**config.mk**
```make
export PLATFORM = sky130hd
export DESIGN_NAME = od_bus_repeater
export DESIGN_NICKNAME = d
export VERILOG_FILES = /design/src/rtl/rptr_pkg.sv /design/src/rtl/rptr_sync.sv /design/src/rtl/rptr_channel.sv /design/src/rtl/rptr_idle_gate.sv /design/src/rtl/od_bus_repeater.sv
export SDC_FILE = /design/constraint.sdc
export NUM_CORES = 1
export LEC_CHECK = 0
export CAP_MARGIN = 40
export CORE_ASPECT_RATIO = 0.9
export CORE_MARGIN = 1.5
export CORE_UTILIZATION = 30
export DETAILED_ROUTE_END_ITERATION = 16
export MAX_ROUTING_LAYER = met4
export SLEW_MARGIN = 5
export SYNTH_ARGS = -nofsm -noshare
export SYNTH_HDL_FRONTEND = slang
export SYNTH_SLANG_ARGS = --single-unit
```
**constraint.sdc**
```tcl
create_clock -name clk -period 4.6 [get_ports clk]
set_input_delay 0.46 -clock clk [delete_from_list [all_inputs] [get_ports clk]]
set_output_delay 0.46 -clock clk [all_outputs]
set_load 0.1 [all_outputs]
```
**src/rtl/rptr_pkg.sv**
```systemverilog
package rptr_pkg;
  localparam int NUM_CH = 2;
  localparam int CH_SCL = 0;
  localparam int CH_SDA = 1;

  typedef enum logic [1:0] {
    ST_IDLE   = 2'd0,
    ST_A_DRV  = 2'd1,
    ST_B_DRV  = 2'd2,
    ST_SETTLE = 2'd3
  } ch_state_e;

  function automatic logic lines_high(input logic scl, input logic sda);
    return scl & sda;
  endfunction

  function automatic logic is_start(input logic scl_p, input logic sda_p,
                                    input logic scl, input logic sda);
    return scl_p & scl & sda_p & ~sda;
  endfunction

  function automatic logic is_stop(input logic scl_p, input logic sda_p,
                                   input logic scl, input logic sda);
    return scl_p & scl & ~sda_p & sda;
  endfunction
endpackage

```
**src/rtl/rptr_sync.sv**
```systemverilog
module rptr_sync #(
  parameter int       W       = 1,
  parameter int       STAGES  = 2,
  parameter logic [W-1:0] RST_VAL = '0
) (
  input  logic         clk,
  input  logic         rst_n,
  input  logic [W-1:0] d,
  output logic [W-1:0] q
);
  logic [W-1:0] stg [STAGES];

  always_ff @(posedge clk or negedge rst_n) begin
    if (!rst_n) begin
      for (int k = 0; k < STAGES; k++) stg[k] <= RST_VAL;
    end else begin
      stg[0] <= d;
      for (int k = 1; k < STAGES; k++) stg[k] <= stg[k-1];
    end
  end

  assign q = stg[STAGES-1];
endmodule

```
**src/rtl/rptr_channel.sv**
```systemverilog
module rptr_channel
  import rptr_pkg::*;
#(
  parameter int SETTLE_CYCLES = 2
) (
  input  logic      clk,
  input  logic      rst_n,
  input  logic      go,
  input  logic      a_s,
  input  logic      b_s,
  output logic      a_pd,
  output logic      b_pd,
  output ch_state_e state
);
  localparam int CW = $clog2(SETTLE_CYCLES + 1);

  ch_state_e      state_q, state_d;
  logic [CW-1:0]  cnt_q;

  // named events for the checks
  logic a_ext_low, b_ext_low, settle_done;
  assign a_ext_low   = ~a_s;
  assign b_ext_low   = ~b_s;
  assign settle_done = (cnt_q == CW'(1));

  always_comb begin
    state_d = state_q;
    unique case (state_q)
      ST_IDLE:   if (go && a_ext_low)      state_d = ST_A_DRV;
                 else if (go && b_ext_low) state_d = ST_B_DRV;
      ST_A_DRV:  if (!go || a_s)           state_d = ST_SETTLE;
      ST_B_DRV:  if (!go || b_s)           state_d = ST_SETTLE;
      ST_SETTLE: if (settle_done)          state_d = ST_IDLE;
    endcase
  end

  always_ff @(posedge clk or negedge rst_n) begin
    if (!rst_n) begin
      state_q <= ST_IDLE;
      cnt_q   <= '0;
    end else begin
      state_q <= state_d;
      if (state_d == ST_SETTLE && state_q != ST_SETTLE) cnt_q <= CW'(SETTLE_CYCLES);
      else if (cnt_q != '0)                             cnt_q <= cnt_q - CW'(1);
    end
  end

  assign a_pd  = (state_q == ST_B_DRV);
  assign b_pd  = (state_q == ST_A_DRV);
  assign state = state_q;


  a_low_copies_to_b_chk: assert property (@(posedge clk) disable iff (!rst_n)
    (state_q == ST_IDLE && go && a_ext_low) |=> b_pd);

  b_low_copies_to_a_chk: assert property (@(posedge clk) disable iff (!rst_n)
    (state_q == ST_IDLE && go && a_s && b_ext_low) |=> a_pd);

  own_low_ignored_chk: assert property (@(posedge clk) disable iff (!rst_n)
    (state_q == ST_B_DRV && b_s) |=> (!a_pd && !b_pd));

  no_drive_without_go_chk: assert property (@(posedge clk) disable iff (!rst_n)
    (!go) |=> (!a_pd && !b_pd));
endmodule

```
**src/rtl/rptr_idle_gate.sv**
```systemverilog
module rptr_idle_gate
  import rptr_pkg::*;
#(
  parameter int IDLE_CYCLES = 64
) (
  input  logic clk,
  input  logic rst_n,
  input  logic scl,
  input  logic sda,
  input  logic en_req,
  output logic en_eff
);
  localparam int CW = $clog2(IDLE_CYCLES + 1);

  logic          scl_q, sda_q, busy_q, en_q;
  logic [CW-1:0] hi_cnt_q;

  logic start_evt, stop_evt, both_hi, cnt_full, bus_idle;
  assign both_hi   = lines_high(scl, sda);
  assign start_evt = is_start(scl_q, sda_q, scl, sda);
  assign stop_evt  = is_stop(scl_q, sda_q, scl, sda);
  assign cnt_full  = (hi_cnt_q == CW'(IDLE_CYCLES));
  assign bus_idle  = both_hi && (!busy_q || cnt_full);

  always_ff @(posedge clk or negedge rst_n) begin
    if (!rst_n) begin
      scl_q    <= 1'b1;
      sda_q    <= 1'b1;
      busy_q   <= 1'b0;
      hi_cnt_q <= '0;
      en_q     <= 1'b0;
    end else begin
      scl_q <= scl;
      sda_q <= sda;
      if (start_evt)                 busy_q <= 1'b1;
      else if (stop_evt || cnt_full) busy_q <= 1'b0;
      if (!both_hi)       hi_cnt_q <= '0;
      else if (!cnt_full) hi_cnt_q <= hi_cnt_q + CW'(1);
      if (bus_idle) en_q <= en_req;
    end
  end

  assign en_eff = en_q;


  en_held_when_busy_chk: assert property (@(posedge clk) disable iff (!rst_n)
    (!bus_idle) |=> $stable(en_q));

  start_marks_busy_chk: assert property (@(posedge clk) disable iff (!rst_n)
    start_evt |=> busy_q);

  idle_count_applies_chk: assert property (@(posedge clk) disable iff (!rst_n)
    (cnt_full && both_hi) |=> (en_q == $past(en_req)));
endmodule

```
**src/rtl/od_bus_repeater.sv**
```systemverilog
module od_bus_repeater
  import rptr_pkg::*;
#(
  parameter int SYNC_STAGES = 2,
  parameter int IDLE_CYCLES = 64
) (
  input  logic                  clk,
  input  logic                  rst_n,
  input  logic                  rpt_en,
  input  logic                  supply_a_ok,
  input  logic                  supply_b_ok,
  input  logic [NUM_CH-1:0]     a_in,
  input  logic [NUM_CH-1:0]     b_in,
  output logic [NUM_CH-1:0]     a_pd,
  output logic [NUM_CH-1:0]     b_pd,
  output logic [2*NUM_CH-1:0]   chan_state,
  output logic                  en_active
);
  localparam int BUS_W = 2 * NUM_CH;

  logic [BUS_W-1:0]  bus_s;
  logic [NUM_CH-1:0] a_s, b_s, line_s;
  logic [2:0]        ctl_s;
  logic              pwr_ok, en_eff, go;

  rptr_sync #(.W(BUS_W), .STAGES(SYNC_STAGES), .RST_VAL({BUS_W{1'b1}})) u_bus_sync (
    .clk(clk), .rst_n(rst_n), .d({b_in, a_in}), .q(bus_s));

  rptr_sync #(.W(3), .STAGES(SYNC_STAGES), .RST_VAL(3'b000)) u_ctl_sync (
    .clk(clk), .rst_n(rst_n), .d({rpt_en, supply_b_ok, supply_a_ok}), .q(ctl_s));

  assign a_s    = bus_s[NUM_CH-1:0];
  assign b_s    = bus_s[BUS_W-1:NUM_CH];
  assign line_s = a_s & b_s;
  assign pwr_ok = ctl_s[0] & ctl_s[1];

  rptr_idle_gate #(.IDLE_CYCLES(IDLE_CYCLES)) u_gate (
    .clk(clk), .rst_n(rst_n), .scl(line_s[CH_SCL]), .sda(line_s[CH_SDA]),
    .en_req(ctl_s[2]), .en_eff(en_eff));

  assign go        = en_eff & pwr_ok;
  assign en_active = en_eff;

  for (genvar i = 0; i < NUM_CH; i++) begin : g_ch
    ch_state_e st;
    rptr_channel #(.SETTLE_CYCLES(SYNC_STAGES)) u_ch (
      .clk(clk), .rst_n(rst_n), .go(go), .a_s(a_s[i]), .b_s(b_s[i]),
      .a_pd(a_pd[i]), .b_pd(b_pd[i]), .state(st));
    assign chan_state[2*i +: 2] = st;
  end


  no_pd_unpowered_chk: assert property (@(posedge clk) disable iff (!rst_n)
    (!pwr_ok) |=> ((a_pd | b_pd) == '0));
endmodule

```
==> results.toml, run 1 <==
[synth]
yosysMostFrequentCell = "dfrtp_1"
syn_nets = 134
yosys_warnings = 0
syn_inst = 119
synth-seq-cells = 33
syn_area_um2 = 1410
synth_cell_type_count = 32
yosysTopAreaCellShare_pct = 40.7
ys_seq_area_share_pct = 59.3
yosysTopAreaCell = "dfrtp_1"
synth_area_per_cell_um2 = 11.9
async_flop_share_pct = 100
synth_flop_cell = "dfrtp_1"
synth-edff-count = 0
synth_common_cells = "23 x dfrtp_1, 10 x dfstp_2, 8 x nand2_1, 7 x inv_1, 6 x ha_1"
ys_top_cells_by_area = "dfrtp_1 41%, dfstp_2 19%, ha_1 5.3%"

[critical_path]
reg2reg_from = "u_gate.hi_cnt_q[3]$_DFFE_PN0P_"
worst_setup_path_end_kind = "primary output"
cp_max_fo = 7
cp.required_ns = 4.14
r2r-end = "u_gate.busy_q$_DFFE_PN0P_"
reg2reg_slack_ns = 2.87
crit_arrival_ns = 1.76
reg2reg_depth = 3
setup.worst_path.start_class = "flip-flop"
worstSetupPathType = "reg2out"

[power_and_ir_drop]
p_leak_uw = 0.000798
power_density_nw_per_um2 = 669
peakVddDrop_mv = 0.300
total_power_uw = 1280

[timing]
setup_viol = 0
holdWs_ns = 0.349
hold_viol_final = 0
tightest_slew_ns = 0.403
finalSetupTns_ns = 0
rsz0062_at_grt = "false"
slew_violations = 0
finalCritPeriodShare_pct = 48.2
worst_clock_skew_ns = 0.00283
max_freq_mhz = 451
post-route-min-period_ns = 2.22
max_slew_margin_pct = 73.1

[floorplan]
die_w_um = 75.3
die_area_um2 = 5130
dieHeight_um = 68.1
initial_core_util_pct = 31.5
design.portCount = 18
rows = 23
coreArea_um2 = 4490

[flow_run]
cap_violations = 0

[drt]
wirelength_mm = 2.52
avgViaCountPerCell = 4.73
drc_errors = 0
vias = 999
drt-initial-drc-count = 44
ant_nets = 0
post_drt_wl_per_cell_um = 11.9
dr.pass1.iters = 4

[cells_and_area]
fin_util_pct = 42.6
num-fill-cells = 426
syn_to_final_growth_pct = 35.4
final_nets = 163
insertedDiodeCount = 0
drive_above_1_share_pct = 18.8
design_area_um2 = 1910

[clock_network]
root_buffer = "clkbuf_8"
cts-buffers-inserted = 5
path_clk_slew_ns = 0.07
cts_hold_buf = 0
ctsResizeCount = 0
cts_tree = "yes"
clk_latency_ns = 0.28
clkSinkCount = 33
cts_setup_buffers = 0
cts_buffer_depth = 2
cts.htree.levels = 2

[place]
numPortBuffers = 17
place_congestion = 0.707
place.detailed.hpwl_mm = 1.84
place_area_um2 = 1790

[global_route]
grt_pass1_vias = 966
grt_antenna_before_repair = 0
grt_pass1_wl_mm = 4.26
gr-total-overflow = 0
grtUsageTotal_pct = 12.0
grt_max_degree = 34

[min_path]
worstHoldStart = "u_ctl_sync.stg[3]$_DFF_PN0_"
min_path_cells = 0
hold_path.class = "reg2reg"
worstHoldEndpoint = "u_ctl_sync.q[0]$_DFF_PN0_"

[outcome]
status = "finished clean"
metal layers:
metal  global-route usage [%]  wire (um)  up-vias
met5                        -          0        -
met4                     4.69         46        0
met3                     5.30        118        6
met2                     18.8       1290       21
met1                     13.4       1070      492
li1                         -          -      480
layout by cell type (no fill, tap or decap), types with 6 or more instances in the layout:
| cell | instances |
|---|---|
| dfrtp_1 | 23 |
| ha_1 | 6 |
| buf_8 | 7 |
| clkbuf_8 | 6 |
| nand2_1 | 8 |
| inv_1 | 7 |
| clkdlybuf4s50_1 | 17 |
| dfstp_2 | 10 |
worst max path at each step:
| stage | endpoint | startpoint | depth (start not counted) | slack [ns] |
|---|---|---|---|---|
| global placement | a_pd[0] | g_ch[0].u_ch.state[1]$_DFF_PN0_ | 2 | 2.32 |
| finish | a_pd[0] | g_ch[0].u_ch.state[1]$_DFF_PN0_ | 3 | 2.38 |
| detailed placement | a_pd[0] | g_ch[0].u_ch.state[1]$_DFF_PN0_ | 3 | 2.71 |
| floorplan | a_pd[1] | g_ch[1].u_ch.state[1]$_DFF_PN0_ | 2 | 2.56 |
| global route | a_pd[1] | g_ch[1].u_ch.state[1]$_DFF_PN0_ | 3 | 2.30 |
| CTS | a_pd[0] | g_ch[0].u_ch.state[1]$_DFF_PN0_ | 3 | 2.37 |
report_power, final:
part           total, uW  internal [uW]  switching, uW
registers            383            339           44.0
logic                614            246            368
clock network        283            176            107
total               1280            761            519
logic make-up after synthesis:
kind of cell / after synthesis / synth area share (%)
and+or+nand+nor: 37 / 14.6
AOI/OAI and AO/OA: 24 / 11.9
adders and majority gates: 6 / 5.31
xor gates and xnor gates: 5 / 3.10
muxes: 2 / 1.42
buffers and inverters: 12 / 4.34
DFF: 33 / 59.3
critical path, cell delays in order, from the launching register on:
cell and delay (ns):
dfrtp_1 0.44, nor2b_1 0.26, clkdlybuf4s50_1 0.56, buf_8 0.20
flip-flops by register name (all words and copies together), names as in the netlist:
name             flops
u_ctl_sync.stg       3
u_bus_sync.stg       4
u_bus_sync.q         4
u_ctl_sync.q         3
g_ch.u_ch.cnt_q      4
u_gate.en_eff        1
u_gate.scl_q         1
g_ch.u_ch.state      4
u_gate.hi_cnt_q      7
u_gate.sda_q         1
u_gate.busy_q        1
area by class of cell:
cell class | instances | area [um^2] | share of cell area, %
clock buffers | 6 | 82.6 | 4.32
clock inverters | 2 | 37.5 | 1.96
inverters | 7 | 26.3 | 1.37
multi-input cells | 74 | 513 | 26.8
flip-flops and latches | 33 | 838 | 43.8
well taps | 62 | 77.6 | 4.05
repair buffers | 27 | 338 | 17.7
stage by stage:
stage	cells	worst slack, ns
5_1_grt	211	2.30
2_1_floorplan	119	2.56
3_5_place_dp	203	2.71
4_1_cts	211	2.37
6_report	211	2.38
3_3_place_gp	194	2.32
No activity file was read; power rests on OpenSTA's default activity.
==> run 2: changes to the inputs <==
==> constraint.sdc (replaced) <==
create_clock -name clk -period 1.91 [get_ports clk]
set_input_delay 0.191 -clock clk [delete_from_list [all_inputs] [get_ports clk]]
set_output_delay 0.191 -clock clk [all_outputs]
set_load 0.1 [all_outputs]
==> run 2 against run 1 <==
Against the previous run:
- die area did not move
- combinational power is 100% higher
- sequential share of layout area grew 3.4 points
- cell area is 7.2% lower
- via count decreased by 5.8%
- highest routed layer unchanged
- register-to-register slack lost 2.6 ns
- clock-buffer cell count fell by 1
- sequential power is 140% higher
- non-clock buffer count shrank 9
- worst hold slack got worse by 0.053 ns
- global-route usage is 0.16 points lower
- critical path depth is the same
- largest cell class unchanged
==> results.toml, run 2 (synthesis gave the netlist of run 1 again) <==
[outcome]
status = "finished clean"

[clock_network]
ctsResizeCount = 0
cts-buffers-inserted = 5
path_clk_slew_ns = 0.07
clk_latency_ns = 0.28
cts_hold_buf = 0
root_buffer = "clkbuf_8"
cts.htree.levels = 2
clkSinkCount = 33
cts_setup_buffers = 0
cts_tree = "yes"
cts_buffer_depth = 2

[floorplan]
dieHeight_um = 68.1
initial_core_util_pct = 31.5
rows = 23
die_w_um = 75.3
die_area_um2 = 5130
coreArea_um2 = 4490
design.portCount = 18

[global_route]
grtUsageTotal_pct = 11.8
grt_antenna_before_repair = 0
grt_pass1_vias = 995
gr-total-overflow = 0
grt_max_degree = 34
grt_pass1_wl_mm = 4.27

[drt]
vias = 941
drt-initial-drc-count = 40
drc_errors = 0
post_drt_wl_per_cell_um = 11.5
ant_nets = 0
avgViaCountPerCell = 4.66
wirelength_mm = 2.33
dr.pass1.iters = 4

[cells_and_area]
largest_reg_flops = 7
final_common_cell = "dfrtp_1"
drive_above_1_share_pct = 20.0
largest-register = "u_gate.hi_cnt_q"
syn_to_final_growth_pct = 25.7
insertedDiodeCount = 0
layout_common_cells = "23 x dfrtp_1, 10 x dfstp_2, 8 x nand2_1, 8 x clkdlybuf4s50_1, 7 x inv_1"
final_nets = 154
final_cells = 202

[timing]
post-route-min-period_ns = 1.69
setup_ws_ns = 0.223
max_slew_margin_pct = 74.1
finalCritPeriodShare_pct = 88.3
hold_viol_final = 0
max_freq_mhz = 593
rsz0062_at_grt = "false"
finalSetupTns_ns = 0
tightest_slew_ns = 0.388
slew_violations = 0
worst_clock_skew_ns = 0.00806
setup_viol = 0

[power_and_ir_drop]
peakVddDrop_mv = 0.618
p_leak_uw = 0.000738
total_power_uw = 2810
power_density_nw_per_um2 = 1580

[place]
place_congestion = 0.772
place.detailed.hpwl_mm = 1.70
pre_cts_slack_ns = 0.234
numPortBuffers = 17
place_inst = 194

[min_path]
hold_path.class = "in2async"

[critical_path]
setup.worst_path.start_class = "flip-flop"
worstSetupPathType = "reg2reg"
cp.required_ns = 2.07
cp_max_fo = 8
worst_setup_path_end_kind = "flip-flop"
crit_arrival_ns = 1.85

[flow_run]
cap_violations = 0
-- run 2: area by class of cell --
cell class / instances / area [um^2]
Clock buffer: 5 / 68.8
Fill cell: 442 / 2710
Tap cell: 62 / 77.6
Sequential cell: 33 / 838
Inverter: 7 / 26.3
Multi-Input combinational cell: 74 / 513
Timing Repair Buffer: 18 / 205
Clock inverter: 3 / 46.3
-- run 2: metal layers --
| layer | vias to the layer above | GRT usage [%] | routed length, um |
|---|---|---|---|
| met2 | 33 | 18.6 | 1180 |
| li1 | 464 | - | - |
| met5 | - | - | 0 |
| met4 | 0 | 6.25 | 27 |
| met1 | 442 | 13.3 | 1000 |
| met3 | 2 | 3.98 | 121 |
-- run 2: worst max-delay path, cell delays in order, from the launching register on --
cell,delay [ns]
dfrtp_1,0.41
or4_1,0.67
o221a_1,0.30
o22a_1,0.19
-- run 2: final timing paths --
check	from	end	slack, ns	cells past startpoint
worst max-delay path	u_gate.hi_cnt_q[3]$_DFFE_PN0P_	u_gate.busy_q$_DFFE_PN0P_	0.22	3
worst max register to register	u_gate.hi_cnt_q[3]$_DFFE_PN0P_	u_gate.busy_q$_DFFE_PN0P_	0.22	3
worst min-delay path	rst_n	g_ch[1].u_ch.state[0]$_DFF_PN0_	0.30	2
max in group asynchronous	rst_n	u_gate.sda_q$_DFF_PN1_	1.29	2
worst min register to register	u_ctl_sync.stg[4]$_DFF_PN0_	u_ctl_sync.q[1]$_DFF_PN0_	0.35	0
min in group clk	a_in[0]	u_bus_sync.stg[4]$_DFF_PN1_	0.32	1
-- run 2: where the power goes --
part	leakage (uW)	internal (uW)	switching, uW
Sequential	0.000384	816	112
Clock	0.0000543	390	254
Combinational	0.000300	394	842
-- run 2: stage by stage --
step / hold WS (ns) / util [%] / instance area (um^2)
detailed placement: 0.336 / 37.0 / 1660
global placement: 0.334 / 37.0 / 1660
floorplan: -0.105 / - / 1410
global route: 0.303 / 39.5 / 1780
CTS: 0.299 / 39.5 / 1780
finish: 0.296 / 39.5 / 1780
